### src/rtl/hwf_pkg.sv
package hwf_pkg;
    typedef enum logic [2:0] {
        ST_IDLE,
        ST_READ,
        ST_SCAN,
        ST_WAIT_ACK,
        ST_INVAL,
        ST_DONE
    } hwf_state_e;
endpackage

### src/rtl/hwf_sector_pick.sv
module hwf_sector_pick #(
    parameter int N = 4,
    localparam int SW = (N > 1) ? $clog2(N) : 1
) (
    input  logic [N-1:0]  mask,
    output logic          any,
    output logic [SW-1:0] pick
);
    // lower_set[i] is high when some bit below i is set
    logic [N:0] lower_set;
    assign lower_set[0] = 1'b0;

    genvar g;
    generate
        for (g = 0; g < N; g++) begin : g_chain
            assign lower_set[g+1] = lower_set[g] | mask[g];
        end
    endgenerate

    always_comb begin
        pick = '0;
        for (int i = 0; i < N; i++) begin
            if (mask[i] && !lower_set[i]) pick = SW'(i);
        end
    end

    assign any = lower_set[N];

    // the chosen sector is always one of the modified ones
    always_comb begin
        if (any === 1'b1)
            assert_pick_in_mask_R4: assert (mask[pick]);
    end
endmodule

### src/rtl/hwf_walk_ctr.sv
module hwf_walk_ctr #(
    parameter int IDX_W = 4
) (
    input  logic             clk,
    input  logic             rst_n,
    input  logic             clr,
    input  logic             step,
    output logic [IDX_W-1:0] idx,
    output logic             way,
    output logic             last
);
    localparam logic [IDX_W-1:0] IDX_MAX = '1;

    always_ff @(posedge clk or negedge rst_n) begin
        if (!rst_n) begin
            idx <= '0;
            way <= 1'b0;
        end else if (clr) begin
            idx <= '0;
            way <= 1'b0;
        end else if (step) begin
            if (idx == IDX_MAX) begin
                idx <= '0;
                way <= ~way;
            end else begin
                idx <= idx + 1'b1;
            end
        end
    end

    assign last = (idx == IDX_MAX) && way;

    // way 0 finishes then way 1 starts at index 0
    assert_way_switch_R3: assert property (@(posedge clk) disable iff (!rst_n)
        (step && !clr && idx == IDX_MAX && !way) |=> (way && idx == '0));
    // the walk wraps to the start after the last entry
    assert_walk_wrap_R3: assert property (@(posedge clk) disable iff (!rst_n)
        (step && !clr && last) |=> (!way && idx == '0));
    // indices ascend by one inside a way
    assert_idx_ascend_R3: assert property (@(posedge clk) disable iff (!rst_n)
        (step && !clr && idx != IDX_MAX) |=> (idx == $past(idx) + 1'b1 && $stable(way)));
endmodule

### src/rtl/hwf_flush_seq.sv
module hwf_flush_seq
    import hwf_pkg::*;
#(
    parameter int IDX_W   = 4,
    parameter int SECTORS = 4,
    localparam int SEC_W  = (SECTORS > 1) ? $clog2(SECTORS) : 1
) (
    input  logic               clk,
    input  logic               rst_n,
    input  logic               flush_set,
    output logic               flush_bit,
    output logic               busy,
    output logic               l1_block,
    input  logic               snoop_req,
    output logic               tag_en,
    output logic               tag_we,
    output logic [IDX_W-1:0]   tag_idx,
    output logic               tag_way,
    input  logic               tag_rd_valid,
    input  logic [SECTORS-1:0] tag_rd_dirty,
    output logic               co_req,
    input  logic               co_ack,
    output logic [IDX_W-1:0]   co_idx,
    output logic               co_way,
    output logic [SEC_W-1:0]   co_sector
);
    hwf_state_e         state_q, state_d;
    logic [SECTORS-1:0] mask_q;
    logic [SEC_W-1:0]   sector_q;
    logic               bit_q;
    logic               start, step, walk_last;
    logic               mask_any;
    logic [SEC_W-1:0]   pick_sec;
    logic               entry_hit;

    hwf_walk_ctr #(.IDX_W(IDX_W)) u_walk (
        .clk   (clk),
        .rst_n (rst_n),
        .clr   (start),
        .step  (step),
        .idx   (tag_idx),
        .way   (tag_way),
        .last  (walk_last)
    );

    hwf_sector_pick #(.N(SECTORS)) u_pick (
        .mask (mask_q),
        .any  (mask_any),
        .pick (pick_sec)
    );

    assign entry_hit = tag_rd_valid && (|tag_rd_dirty);

    // state register
    always_ff @(posedge clk or negedge rst_n) begin
        if (!rst_n) state_q <= ST_IDLE;
        else        state_q <= state_d;
    end

    // next state and walker control
    always_comb begin
        state_d = state_q;
        start   = 1'b0;
        step    = 1'b0;
        unique case (state_q)
            ST_IDLE: begin
                if (bit_q) begin
                    start   = 1'b1;
                    state_d = ST_READ;
                end
            end
            ST_READ: begin
                if (!snoop_req) begin
                    if (entry_hit) begin
                        state_d = ST_SCAN;
                    end else begin
                        step    = 1'b1;
                        state_d = walk_last ? ST_INVAL : ST_READ;
                    end
                end
            end
            ST_SCAN: begin
                if (mask_any) begin
                    state_d = ST_WAIT_ACK;
                end else begin
                    step    = 1'b1;
                    state_d = walk_last ? ST_INVAL : ST_READ;
                end
            end
            ST_WAIT_ACK: begin
                if (co_ack) state_d = ST_SCAN;
            end
            ST_INVAL: begin
                if (!snoop_req) begin
                    step    = 1'b1;
                    state_d = walk_last ? ST_DONE : ST_INVAL;
                end
            end
            ST_DONE: begin
                state_d = ST_IDLE;
            end
            default: state_d = ST_IDLE;
        endcase
    end

    // datapath registers: control bit, sector mask, selected sector
    always_ff @(posedge clk or negedge rst_n) begin
        if (!rst_n) begin
            bit_q    <= 1'b0;
            mask_q   <= '0;
            sector_q <= '0;
        end else begin
            if (state_q == ST_DONE)  bit_q <= 1'b0;
            else if (flush_set)      bit_q <= 1'b1;

            if (state_q == ST_READ && !snoop_req && entry_hit)
                mask_q <= tag_rd_dirty;
            else if (state_q == ST_WAIT_ACK && co_ack)
                mask_q[sector_q] <= 1'b0;

            if (state_q == ST_SCAN && mask_any)
                sector_q <= pick_sec;
        end
    end

    // outputs
    always_comb begin
        busy      = (state_q != ST_IDLE);
        l1_block  = busy;
        flush_bit = bit_q;
        tag_en    = 1'b0;
        tag_we    = 1'b0;
        co_req    = 1'b0;
        unique case (state_q)
            ST_READ:     tag_en = !snoop_req;
            ST_INVAL: begin
                tag_en = !snoop_req;
                tag_we = !snoop_req;
            end
            ST_WAIT_ACK: co_req = 1'b1;
            ST_IDLE, ST_SCAN, ST_DONE: ;
            default: ;
        endcase
        co_idx    = tag_idx;
        co_way    = tag_way;
        co_sector = sector_q;
    end

    // a snoop owns the tag port
    assert_snoop_priority_R8: assert property (@(posedge clk) disable iff (!rst_n)
        snoop_req |-> (!tag_en && !tag_we));
    // a pending castout holds its request and address
    assert_castout_hold_R5: assert property (@(posedge clk) disable iff (!rst_n)
        (co_req && !co_ack) |=> (co_req && $stable(co_sector) && $stable(co_idx) && $stable(co_way)));
    // busy is always covered by the control bit
    assert_busy_needs_bit_R9: assert property (@(posedge clk) disable iff (!rst_n)
        busy |-> flush_bit);
    // the bit clears together with the end of busy
    assert_clear_at_end_R9: assert property (@(posedge clk) disable iff (!rst_n)
        $fell(flush_bit) |-> !busy);
    // no invalidating write while a castout is pending
    assert_no_write_in_castout_R6: assert property (@(posedge clk) disable iff (!rst_n)
        co_req |-> !tag_we);
    // the walk starts only after the bit was set
    assert_start_after_bit_R2: assert property (@(posedge clk) disable iff (!rst_n)
        $rose(busy) |-> $past(flush_bit));
endmodule

### config.mk
export PLATFORM = sky130hd
export DESIGN_NAME = hwf_flush_seq
export DESIGN_NICKNAME = d
export VERILOG_FILES = /design/src/rtl/hwf_pkg.sv /design/src/rtl/hwf_sector_pick.sv /design/src/rtl/hwf_walk_ctr.sv /design/src/rtl/hwf_flush_seq.sv
export SDC_FILE = /design/constraint.sdc
export NUM_CORES = 1
export LEC_CHECK = 0
export ABC_AREA = 1
export BUFFER_PORTS_ARGS = -buffer_cell sky130_fd_sc_hd__buf_2
export CAP_MARGIN = 0
export CORE_MARGIN = 5
export CORE_UTILIZATION = 40
export DETAILED_ROUTE_END_ITERATION = 16
export SETUP_SLACK_MARGIN = 0.05
export SLEW_MARGIN = 30
export SYNTH_ARGS = -nofsm -noshare
export SYNTH_HDL_FRONTEND = slang
export SYNTH_HIERARCHICAL = 1
export SYNTH_SLANG_ARGS = --single-unit
### constraint.sdc
create_clock -name clk -period 3.6 [get_ports clk]
set_input_delay 0 -clock clk [delete_from_list [all_inputs] [get_ports clk]]
set_output_delay 0 -clock clk [all_outputs]
set_load 0.02 [all_outputs]
==> results of run 1 <==
state kept, by name, indices dropped and copies added, names as in the netlist:
name	flops
u_walk/way	1
u_walk/idx	4
mask_q	4
flush_bit	1
state_q	3
co_sector	2
cell usage after synthesis:
| master | instances | share of area, % |
|---|---|---|
| nand4_1 | 2 | 1.1 |
| a21oi_1 | 3 | 1.4 |
| clkinv_2 | 1 | 0.46 |
| nor2_4 | 4 | 4.1 |
| ha_1 | 1 | 1.1 |
| o21ai_0 | 2 | 0.91 |
| a21oi_2 | 2 | 1.6 |
| o21ai_1 | 2 | 0.91 |
| buf_4 | 6 | 4.1 |
| nand2_1 | 45 | 15 |
| buf_6 | 2 | 2.1 |
| dfrtp_1 | 15 | 34 |
| inv_1 | 16 | 5.5 |
| inv_2 | 8 | 2.7 |
| nor3_2 | 1 | 0.91 |
| o211ai_1 | 1 | 0.69 |
| a22o_1 | 1 | 0.80 |
| a31oi_1 | 2 | 1.1 |
| nand2_2 | 8 | 4.6 |
| nand3_2 | 1 | 0.91 |
| nor2_1 | 20 | 6.9 |
| nand3_1 | 12 | 5.5 |
| nand4_2 | 1 | 1.1 |
| nor2_2 | 3 | 1.7 |
through the flow:
step	setup slack, ns	total power, mW	cell area, sq um	cells	utilization (%)
4_1_cts	1.96	0.964	1310	221	48.8
6_report	1.98	0.953	1310	221	48.8
5_1_grt	1.80	1.05	1310	221	48.8
3_5_place_dp	1.99	0.845	1200	209	44.7
2_1_floorplan	2.00	0.748	1090	159	-
3_3_place_gp	1.99	0.843	1200	209	44.7
logic make-up (layout without fill, tap and decap cells):
logic type	Yosys count	count (layout)	share of synthesized area [%]
and+or+nand+nor	97	97	42.3
buffers and inverters	33	64	14.9
DFF	15	15	34.3
AOI/OAI and AO/OA	13	13	7.43
adders and majority gates	1	1	1.14
power breakdown:
group          total [mW]  internal, mW  switching (mW)
Clock               0.104        0.0423          0.0612
Sequential          0.311         0.228          0.0828
Combinational       0.538         0.187           0.352
tightest hold or removal path, stage by stage:
cell and delay, ns:
buf_2 0.11, nand4_2 0.15, nand3_1 0.08, nand2_1 0.05
final cells by class:
cell class / count / area share, %
multi-input combinational: 111 / 42.5
sequential: 15 / 28.6
tap: 31 / 2.96
clock inverter: 1 / 0.573
timing repair buffer: 35 / 16.4
inverter: 25 / 7.25
clock buffer: 3 / 1.72
timing repair:
action                                 CTS  global route
endpoints found under the hold margin   22             0
hold buffers                             8             0
resized for setup                        0             0
layer usage:
| layer | wire length, um | part of all wire [%] |
|---|---|---|
| met1 | 1120 | 48 |
| met2 | 1100 | 47 |
| met3 | 103 | 4.4 |
| met4 | 19 | 0.81 |
| met5 | 0 | 0 |
how the worst min path moves through the flow:
| stage | from | end | slack, ns | cells past startpoint |
|---|---|---|---|---|
| final | tag_rd_valid | mask_q[0] | 0.12 | 4 |
| after global routing | tag_rd_valid | mask_q[0] | 0.14 | 4 |
| after CTS | tag_rd_valid | mask_q[0] | 0.11 | 4 |
| after detailed placement | rst_n | mask_q[1] | -0.07 | 1 |
| after global placement | rst_n | mask_q[2] | -0.07 | 1 |
| after floorplan | rst_n | co_sector[0] | -0.30 | 0 |
==> impl_metrics.json, run 1 <==
{
  "status": "completed",
  "seqCellArea_sq_um": 375,
  "fp.coreArea_sq_um": 2690,
  "regToRegStartpoint": "state_q[2]",
  "synthesis.nets": 170,
  "worst_slew_pin_slew_ns": 0.442,
  "drive_gt1_share_pct": 31.6,
  "grt_util_met2_pct": 22.2,
  "cts_root_buffer": "clkbuf_4",
  "slowest_delay_ns": 0.55,
  "crit_buf_inv": 0,
  "multi_input_area_sq_um": 557,
  "seq_area_frac_synth_pct": 34.3,
  "slew_violations": 0,
  "fmax_mhz": 617,
  "avgSynthCellArea_sq_um": 6.89,
  "drc": 0,
  "max-slew-margin-rel_pct": 70.6,
  "critPathArrivalTime_ns": 1.80,
  "power.leakage_nw": 0.737,
  "wirelength_mm": 2.35,
  "synthToLayoutAreaGrowth_pct": 19.8,
  "cts.clk_slew.worst_paths_ns": 0.10,
  "ant_nets": 0,
  "gp_congestion": 0.829,
  "final_common_cell": "nand2_1",
  "gr-total-overflow": 0,
  "critPathLaunchType": "flop",
  "fin_hold_ws_ns": 0.123,
  "grt_use_met3_pct": 4.14,
  "rrSetupSlack_ns": 1.98,
  "num_rows": 19,
  "syn_inst": 159,
  "use_met1_pct": 16.7,
  "path_cells": "nor2_4, nand2_1, nor2_1, nor2_2, a22o_1",
  "grt-busiest-layer": "met2",
  "irDropWorstVdd_mv": 0.410,
  "post-route-min-period_ns": 1.62,
  "hold_violations": 0,
  "ys_types": 24,
  "setup_viol": 0,
  "cp_num_cells": 5,
  "antenna_found_initial": 0,
  "crit_start": "state_q[2]",
  "tns_ns": 0,
  "clockBufferDepth": 2,
  "clock_skew_ns": 0.00827,
  "yosysWarnings": 6,
  "crit_type": "reg2reg",
  "nNetsFinal": 202,
  "worstPathRequired_ns": 3.78,
  "tritoncts": "done",
  "ys_seq_elements": 15,
  "grt_pass1_vias": 1009,
  "place.port_buffers": 27,
  "hold_class": "in2reg",
  "hpwl_mm": 1.80,
  "grt_pass1_wl_mm": 4.35,
  "drt_iter0_drc": 31,
  "die_area_sq_um": 3880,
  "clock_sinks": 15,
  "clkLatencyLatePin_ns": 0.29,
  "grt_start_max_net_pins": 16,
  "die_h_um": 62.3,
  "fill_cells": 260,
  "wl_per_cell_um": 10.6,
  "crit_family": "simple AND/OR/NAND/NOR gates",
  "diodes": 0,
  "layout_common_cells": "45 x nand2_1, 27 x buf_2, 20 x nor2_1",
  "initial_core_util_pct": 40.8,
  "grt_use_total_pct": 13.3,
  "worstPathMaxFanout": 9,
  "period_share_pct": 45.0,
  "cts_setup_buffers": 0,
  "die_w_um": 62.3,
  "cts-htree-levels": 1,
  "drt-vias-per-instance": 4.63,
  "p_per_area_nw_per_um2": 727,
  "io_pins": 28,
  "cts_buffers": 3,
  "cpMaxStageDelayCell": "dfrtp_1",
  "r2r-end": "u_walk/idx[1]",
  "cap_violations": 0,
  "cp-endpoint": "u_walk/idx[1]",
  "synth_area_sq_um": 1090,
  "rsz0062_at_grt": "no",
  "drt-pass1-iter-count": 4,
  "vias": 1024,
  "end_kind": "flop",
  "reg2reg_depth": 5
}
No activity file was read; power rests on OpenSTA's default activity.
==> inputs of run 2 (changes only) <==
Settings changed: PLACE_DENSITY set to 0.65.
Clock period 3.6 ns to 1.4 ns, I/O delays scaled along.
==> impl_metrics.json, run 2 (synthesized netlist as in run 1, its figures left out) <==
{
  "gr-total-overflow": 0,
  "clockBufferDepth": 2,
  "synthToLayoutAreaGrowth_pct": 49.7,
  "post-route-min-period_ns": 1.45,
  "status": "finished, violations left",
  "die_h_um": 62.3,
  "slowest_delay_ns": 0.49,
  "max-slew-margin-rel_pct": 75.7,
  "wirelength_mm": 2.85,
  "cpMaxStageDelayCell": "dfrtp_2",
  "cts.clk_slew.worst_paths_ns": 0.10,
  "ant_nets": 0,
  "irDropWorstVdd_mv": 1.13,
  "cap_violations": 0,
  "die_area_sq_um": 3880,
  "crit_type": "reg2reg",
  "layout_common_cells": "42 x nand2_1, 25 x buf_2, 20 x buf_4",
  "drive_gt1_share_pct": 50.2,
  "vias": 1185,
  "clkPwrFrac_pct": 8.5,
  "power_switching_mw": 1.49,
  "critPathArrivalTime_ns": 1.68,
  "multi_input_area_sq_um": 684,
  "final_core_util_pct": 61.0,
  "p_int_mw": 1.58,
  "power.leakage_nw": 0.858,
  "fp.coreArea_sq_um": 2690,
  "setup_ws_ns": -0.0497,
  "clock_skew_ns": 0.00441,
  "path_cells": "nor2_4, nand2_2, nor2_4, a31oi_2, nand2_2, inv_2, nor2_4, nand2_2, inv_2, nand3_2, nand2_1",
  "worstPathMaxFanout": 6,
  "initial_core_util_pct": 40.8,
  "fmax_mhz": 690,
  "num_rows": 19,
  "final_common_cell": "nand2_1",
  "violations": "negative setup slack",
  "diodes": 0,
  "worst_slew_pin_slew_ns": 0.365,
  "cts_buffers": 3,
  "clock_sinks": 15,
  "pre_cts_slack_ns": -0.0946,
  "nNetsFinal": 225,
  "p_per_area_nw_per_um2": 1870,
  "seqCellArea_sq_um": 382,
  "antenna_found_initial": 0,
  "clkLatencyLatePin_ns": 0.29,
  "drt_iter0_drc": 42,
  "grt_start_max_net_pins": 16,
  "grt_use_total_pct": 14.4,
  "drc": 0,
  "seqPwrFrac_pct": 25.3,
  "worstPathRequired_ns": 1.63,
  "wl_per_cell_um": 11.7,
  "rsz0062_at_grt": "yes",
  "cts-htree-levels": 1,
  "cts_root_buffer": "clkbuf_4",
  "pwr-share-comb_pct": 66.2,
  "critPathLaunchType": "flop",
  "grt_pass1_wl_mm": 4.64,
  "tritoncts": "done",
  "period_share_pct": 104,
  "hpwl_mm": 2.08,
  "slew_violations": 0,
  "setup_viol": 3,
  "gp_congestion": 0.929,
  "fill_cells": 239,
  "drt-vias-per-instance": 4.86,
  "io_pins": 28,
  "hold_class": "in2reg",
  "largestRegisters": "mask_q x4, u_walk/idx x4, state_q x3",
  "end_kind": "flop",
  "grt_pass1_vias": 1121,
  "place.port_buffers": 27,
  "die_w_um": 62.3,
  "swShare_pct": 48.6,
  "drt-pass1-iter-count": 4,
  "hold_violations": 0
}
==> run 2: power groups by stage <==
stage	registers [mW]	clock network [mW]	logic, mW
2_1_floorplan	0.833	0	1.15
3_3_place_gp	0.760	0	1.76
5_1_grt	0.807	0.293	2.24
6_report	0.777	0.260	2.03
4_1_cts	0.764	0.269	1.91
3_5_place_dp	0.772	0	1.79
==> run 2: metal layers <==
metal  vias to the layer above  GRT usage [%]  share of wire [%]
met5                         -              0                  0
met4                         0           6.37                1.7
met3                         8           4.32                6.1
met2                        33           24.0                 50
met1                       548           16.9                 42
li1                        596              -                  -
==> run 2: layout make-up <==
cell class / instances / area share, %
multi-input combinational: 111 / 41.8
timing repair buffer: 58 / 25.2
sequential: 15 / 23.3
inverter: 25 / 5.80
tap: 31 / 2.37
clock buffer: 4 / 1.60
==> run 2: critical path, delay by kind of cell (launching register included) <==
kind            cells  cell delay, ns
simple gates        8            0.72
buf+inv             2            0.12
compound gates      1            0.05
flops               1            0.49
==> run 2: path summary, 6_finish.rpt <==
| check | start | endpoint | slack, ns | depth (start not counted) |
|---|---|---|---|---|
| setup / recovery | state_q[0] | u_walk/idx[3] | -0.05 | 11 |
| hold reg to reg | mask_q[1] | mask_q[1] | 0.55 | 2 |
| setup reg to reg | state_q[0] | u_walk/idx[3] | -0.05 | 11 |
| hold / removal | snoop_req | state_q[2] | 0.01 | 3 |
| max in group asynchronous | rst_n | u_walk/idx[0] | 0.97 | 2 |
| min in group asynchronous | rst_n | flush_bit | 0.14 | 2 |
==> run 2: through the flow <==
stage | hold WS (ns) | total power, mW | instances | setup TNS, ns | area [sq um]
global route | 0.0157 | 3.34 | 244 | -0.471 | 1640
CTS | 0.00345 | 2.94 | 242 | -0.0821 | 1540
finish | 0.00965 | 3.07 | 244 | -0.0735 | 1640
global placement | -0.0710 | 2.52 | 229 | -0.0262 | 1390
detailed placement | -0.0587 | 2.56 | 229 | -0.256 | 1390
floorplan | -0.296 | 1.98 | 159 | 0 | 1130
==> run 2: what timing repair did <==
item	CTS	global route
buffers inserted	2	3
endpoints found under the hold margin	21	0
endpoints found under the setup margin	13	12
gates resized for setup	13	19
pin swaps	2	9
hold buffers	7	0
==> inputs of run 3 (changes only) <==
Settings changed: ABC_AREA 1 to 0, PLACE_DENSITY 0.65 to 0.67.
==> impl_metrics.json, run 3 <==
{
  "critPathArrivalTime_ns": 1.91,
  "rsz0062_at_grt": "yes",
  "cpMaxStageDelayCell": "dfrtp_1",
  "clock_skew_ns": 0.00240,
  "period_share_pct": 121,
  "critPathLaunchType": "flop",
  "drt_iter0_drc": 21,
  "synthTopCellsByCount": "15 x dfrtp_1, 11 x o21ai_0, 10 x nand2_1, 10 x nor2_1, 7 x buf_4",
  "crit_family": "simple AND/OR/NAND/NOR gates",
  "num_rows": 17,
  "drc": 0,
  "drive_gt1_share_pct": 58.8,
  "slowest_delay_ns": 0.40,
  "power_mw": 2.89,
  "cts-htree-levels": 1,
  "placed_cells": 172,
  "cap_violations": 0,
  "yosysMostFrequentCell": "dfrtp_1",
  "grt_pass1_vias": 1022,
  "initial_core_util_pct": 42.0,
  "fin_hold_ws_ns": 0.123,
  "syn_inst": 103,
  "setup_ws_ns": -0.300,
  "ys_seq_elements": 15,
  "die_h_um": 58.2,
  "multi_input_area_sq_um": 601,
  "crit_top_cell": "nand2_1",
  "clock_sinks": 15,
  "ant_nets": 0,
  "fp.coreArea_sq_um": 2210,
  "antenna_found_initial": 0,
  "violations": "negative setup slack",
  "gp_congestion": 0.847,
  "crit_type": "reg2reg",
  "avgSynthCellArea_sq_um": 9.01,
  "max-slew-margin-rel_pct": 77.1,
  "vias": 976,
  "grt_start_max_net_pins": 16,
  "post-route-min-period_ns": 1.70,
  "cts_root_buffer": "clkbuf_4",
  "path_cells": "nor2_2, nand2_1, nand2b_4, o311ai_4, nand2_1, or3_1, a21oi_1",
  "seq_area_frac_synth_pct": 40.4,
  "power.leakage_nw": 0.760,
  "synthToLayoutAreaGrowth_pct": 71.2,
  "cts.clk_slew.worst_paths_ns": 0.09,
  "wl_per_cell_um": 14.9,
  "drt-pass1-iter-count": 6,
  "diodes": 0,
  "synth_edf_count": 0,
  "final_common_cell": "buf_4",
  "crit_buf_inv": 0,
  "cts_buffers": 3,
  "cp_num_cells": 7,
  "setup_viol": 11,
  "ys_types": 31,
  "yosysWarnings": 6,
  "fill_cells": 159,
  "yosysTopAreaCell": "dfrtp_1",
  "nNetsFinal": 177,
  "hold_class": "in2reg",
  "instances_no_fill": 193,
  "io_pins": 28,
  "min_path_cells": 4,
  "synth_top_cell_area_share_pct": 40.4,
  "clkLatencyLatePin_ns": 0.28,
  "hold_violations": 0,
  "final_core_util_pct": 71.8,
  "largestRegisters": "mask_q x4, u_walk/idx x4, state_q x3",
  "seqCellArea_sq_um": 380,
  "slew_violations": 0,
  "worstPathMaxFanout": 3,
  "yosys-top-cells-area": "dfrtp_1 40%, o21ai_0 5.9%, buf_4 5.7%, nand2_1 4.0%, nor2_1 4.0%",
  "ys.flop_type": "dfrtp_1",
  "p_per_area_nw_per_um2": 1820,
  "irDropWorstVdd_mv": 1.36,
  "tritoncts": "done",
  "synthArstFlopShare_pct": 100,
  "place.port_buffers": 27,
  "gr-total-overflow": 0,
  "hpwl_mm": 1.84,
  "synthesis.nets": 114,
  "reg2reg_depth": 7,
  "drt-vias-per-instance": 5.06,
  "status": "finished, violations left",
  "fmax_mhz": 588,
  "end_kind": "flop",
  "die_w_um": 58.2,
  "layout_common_cells": "25 x buf_4, 22 x buf_2, 13 x buf_6",
  "die_area_sq_um": 3380,
  "wirelength_mm": 2.88,
  "synth_area_sq_um": 928,
  "grt_use_total_pct": 17.3,
  "clockBufferDepth": 2,
  "grt_pass1_wl_mm": 4.53,
  "worst_slew_pin_slew_ns": 0.343,
  "worstPathRequired_ns": 1.61
}
-- run 3: cell count changes after synthesis, moves of 3 or more --
cell,previous run,this run
inv_1,16,6
inv_2,8,0
o21ai_0,2,11
nand3_1,12,1
nand2b_1,0,5
nand2_1,45,10
nor3_1,0,3
nand2_2,8,0
nor2_4,4,0
nor2_1,20,10
nor2_2,3,0
or3_1,0,3
-- run 3: worst reg2reg max path: stages, from the launching register on --
cell,delay [ns]
dfrtp_1,0.40
nor2_2,0.14
nand2_1,0.09
nand2b_4,0.16
o311ai_4,0.27
nand2_1,0.12
or3_1,0.32
a21oi_1,0.14
-- run 3: logic make-up after synthesis --
kind of cell / synth area share (%)
buffers and inverters: 9.16
xor gates and xnor gates: 1.89
muxes: 4.58
AOI/OAI and AO/OA: 19.8
DFF: 40.4
adders and majority gates: 1.35
and+or+nand+nor: 22.8
-- run 3: layout make-up --
cell class / instances / share of cell area, %
Multi-Input combinational cell: 73 / 37.8
Timing Repair Buffer: 67 / 33.0
Sequential cell: 15 / 23.9
Tap cell: 28 / 2.20
Clock buffer: 4 / 1.65
Inverter: 6 / 1.42
-- run 3: stage by stage --
step / setup slack (ns) / setup TNS (ns) / cell area [sq um]
floorplan: -0.263 / -0.697 / 982
global placement: -0.223 / -0.912 / 1250
detailed placement: -0.288 / -1.15 / 1250
CTS: -0.215 / -1.61 / 1510
global route: -0.371 / -2.58 / 1590
finish: -0.300 / -1.72 / 1590
-- run 3: layer usage --
| metal | vias to the layer above | GRT usage (%) | wire [um] |
|---|---|---|---|
| met1 | 477 | 20.9 | 1220 |
| met5 | - | 0 | 0 |
| met4 | 0 | 7.62 | 25 |
| met2 | 16 | 29.8 | 1560 |
| met3 | 4 | 3.12 | 73 |
| li1 | 479 | - | - |
-- run 3: path summary, 6_finish.rpt --
check                                end  slack (ns)       from
max                        u_walk/idx[3]       -0.30  mask_q[3]
min                           state_q[1]        0.12  snoop_req
max reg2reg                u_walk/idx[3]       -0.30  mask_q[3]
min reg2reg                    flush_bit        0.59  flush_bit
max in group asynchronous  u_walk/idx[1]        0.98      rst_n
min in group asynchronous     state_q[0]        0.15      rst_n
-- run 3: report_power, final --
part / internal [mW] / switching [mW]
logic: 0.999 / 0.958
clock network: 0.110 / 0.138
registers: 0.574 / 0.115
total: 1.68 / 1.21
-- run 3: repair_timing --
| action | in CTS | in global routing |
|---|---|---|
| setup buffers | 10 | 3 |
| hold endpoints to repair | 20 | 0 |
| pin swaps | 13 | 8 |
| setup endpoints to repair | 17 | 18 |
| gates cloned | 0 | 0 |
| resized for setup | 30 | 25 |
| hold buffers | 6 | 0 |
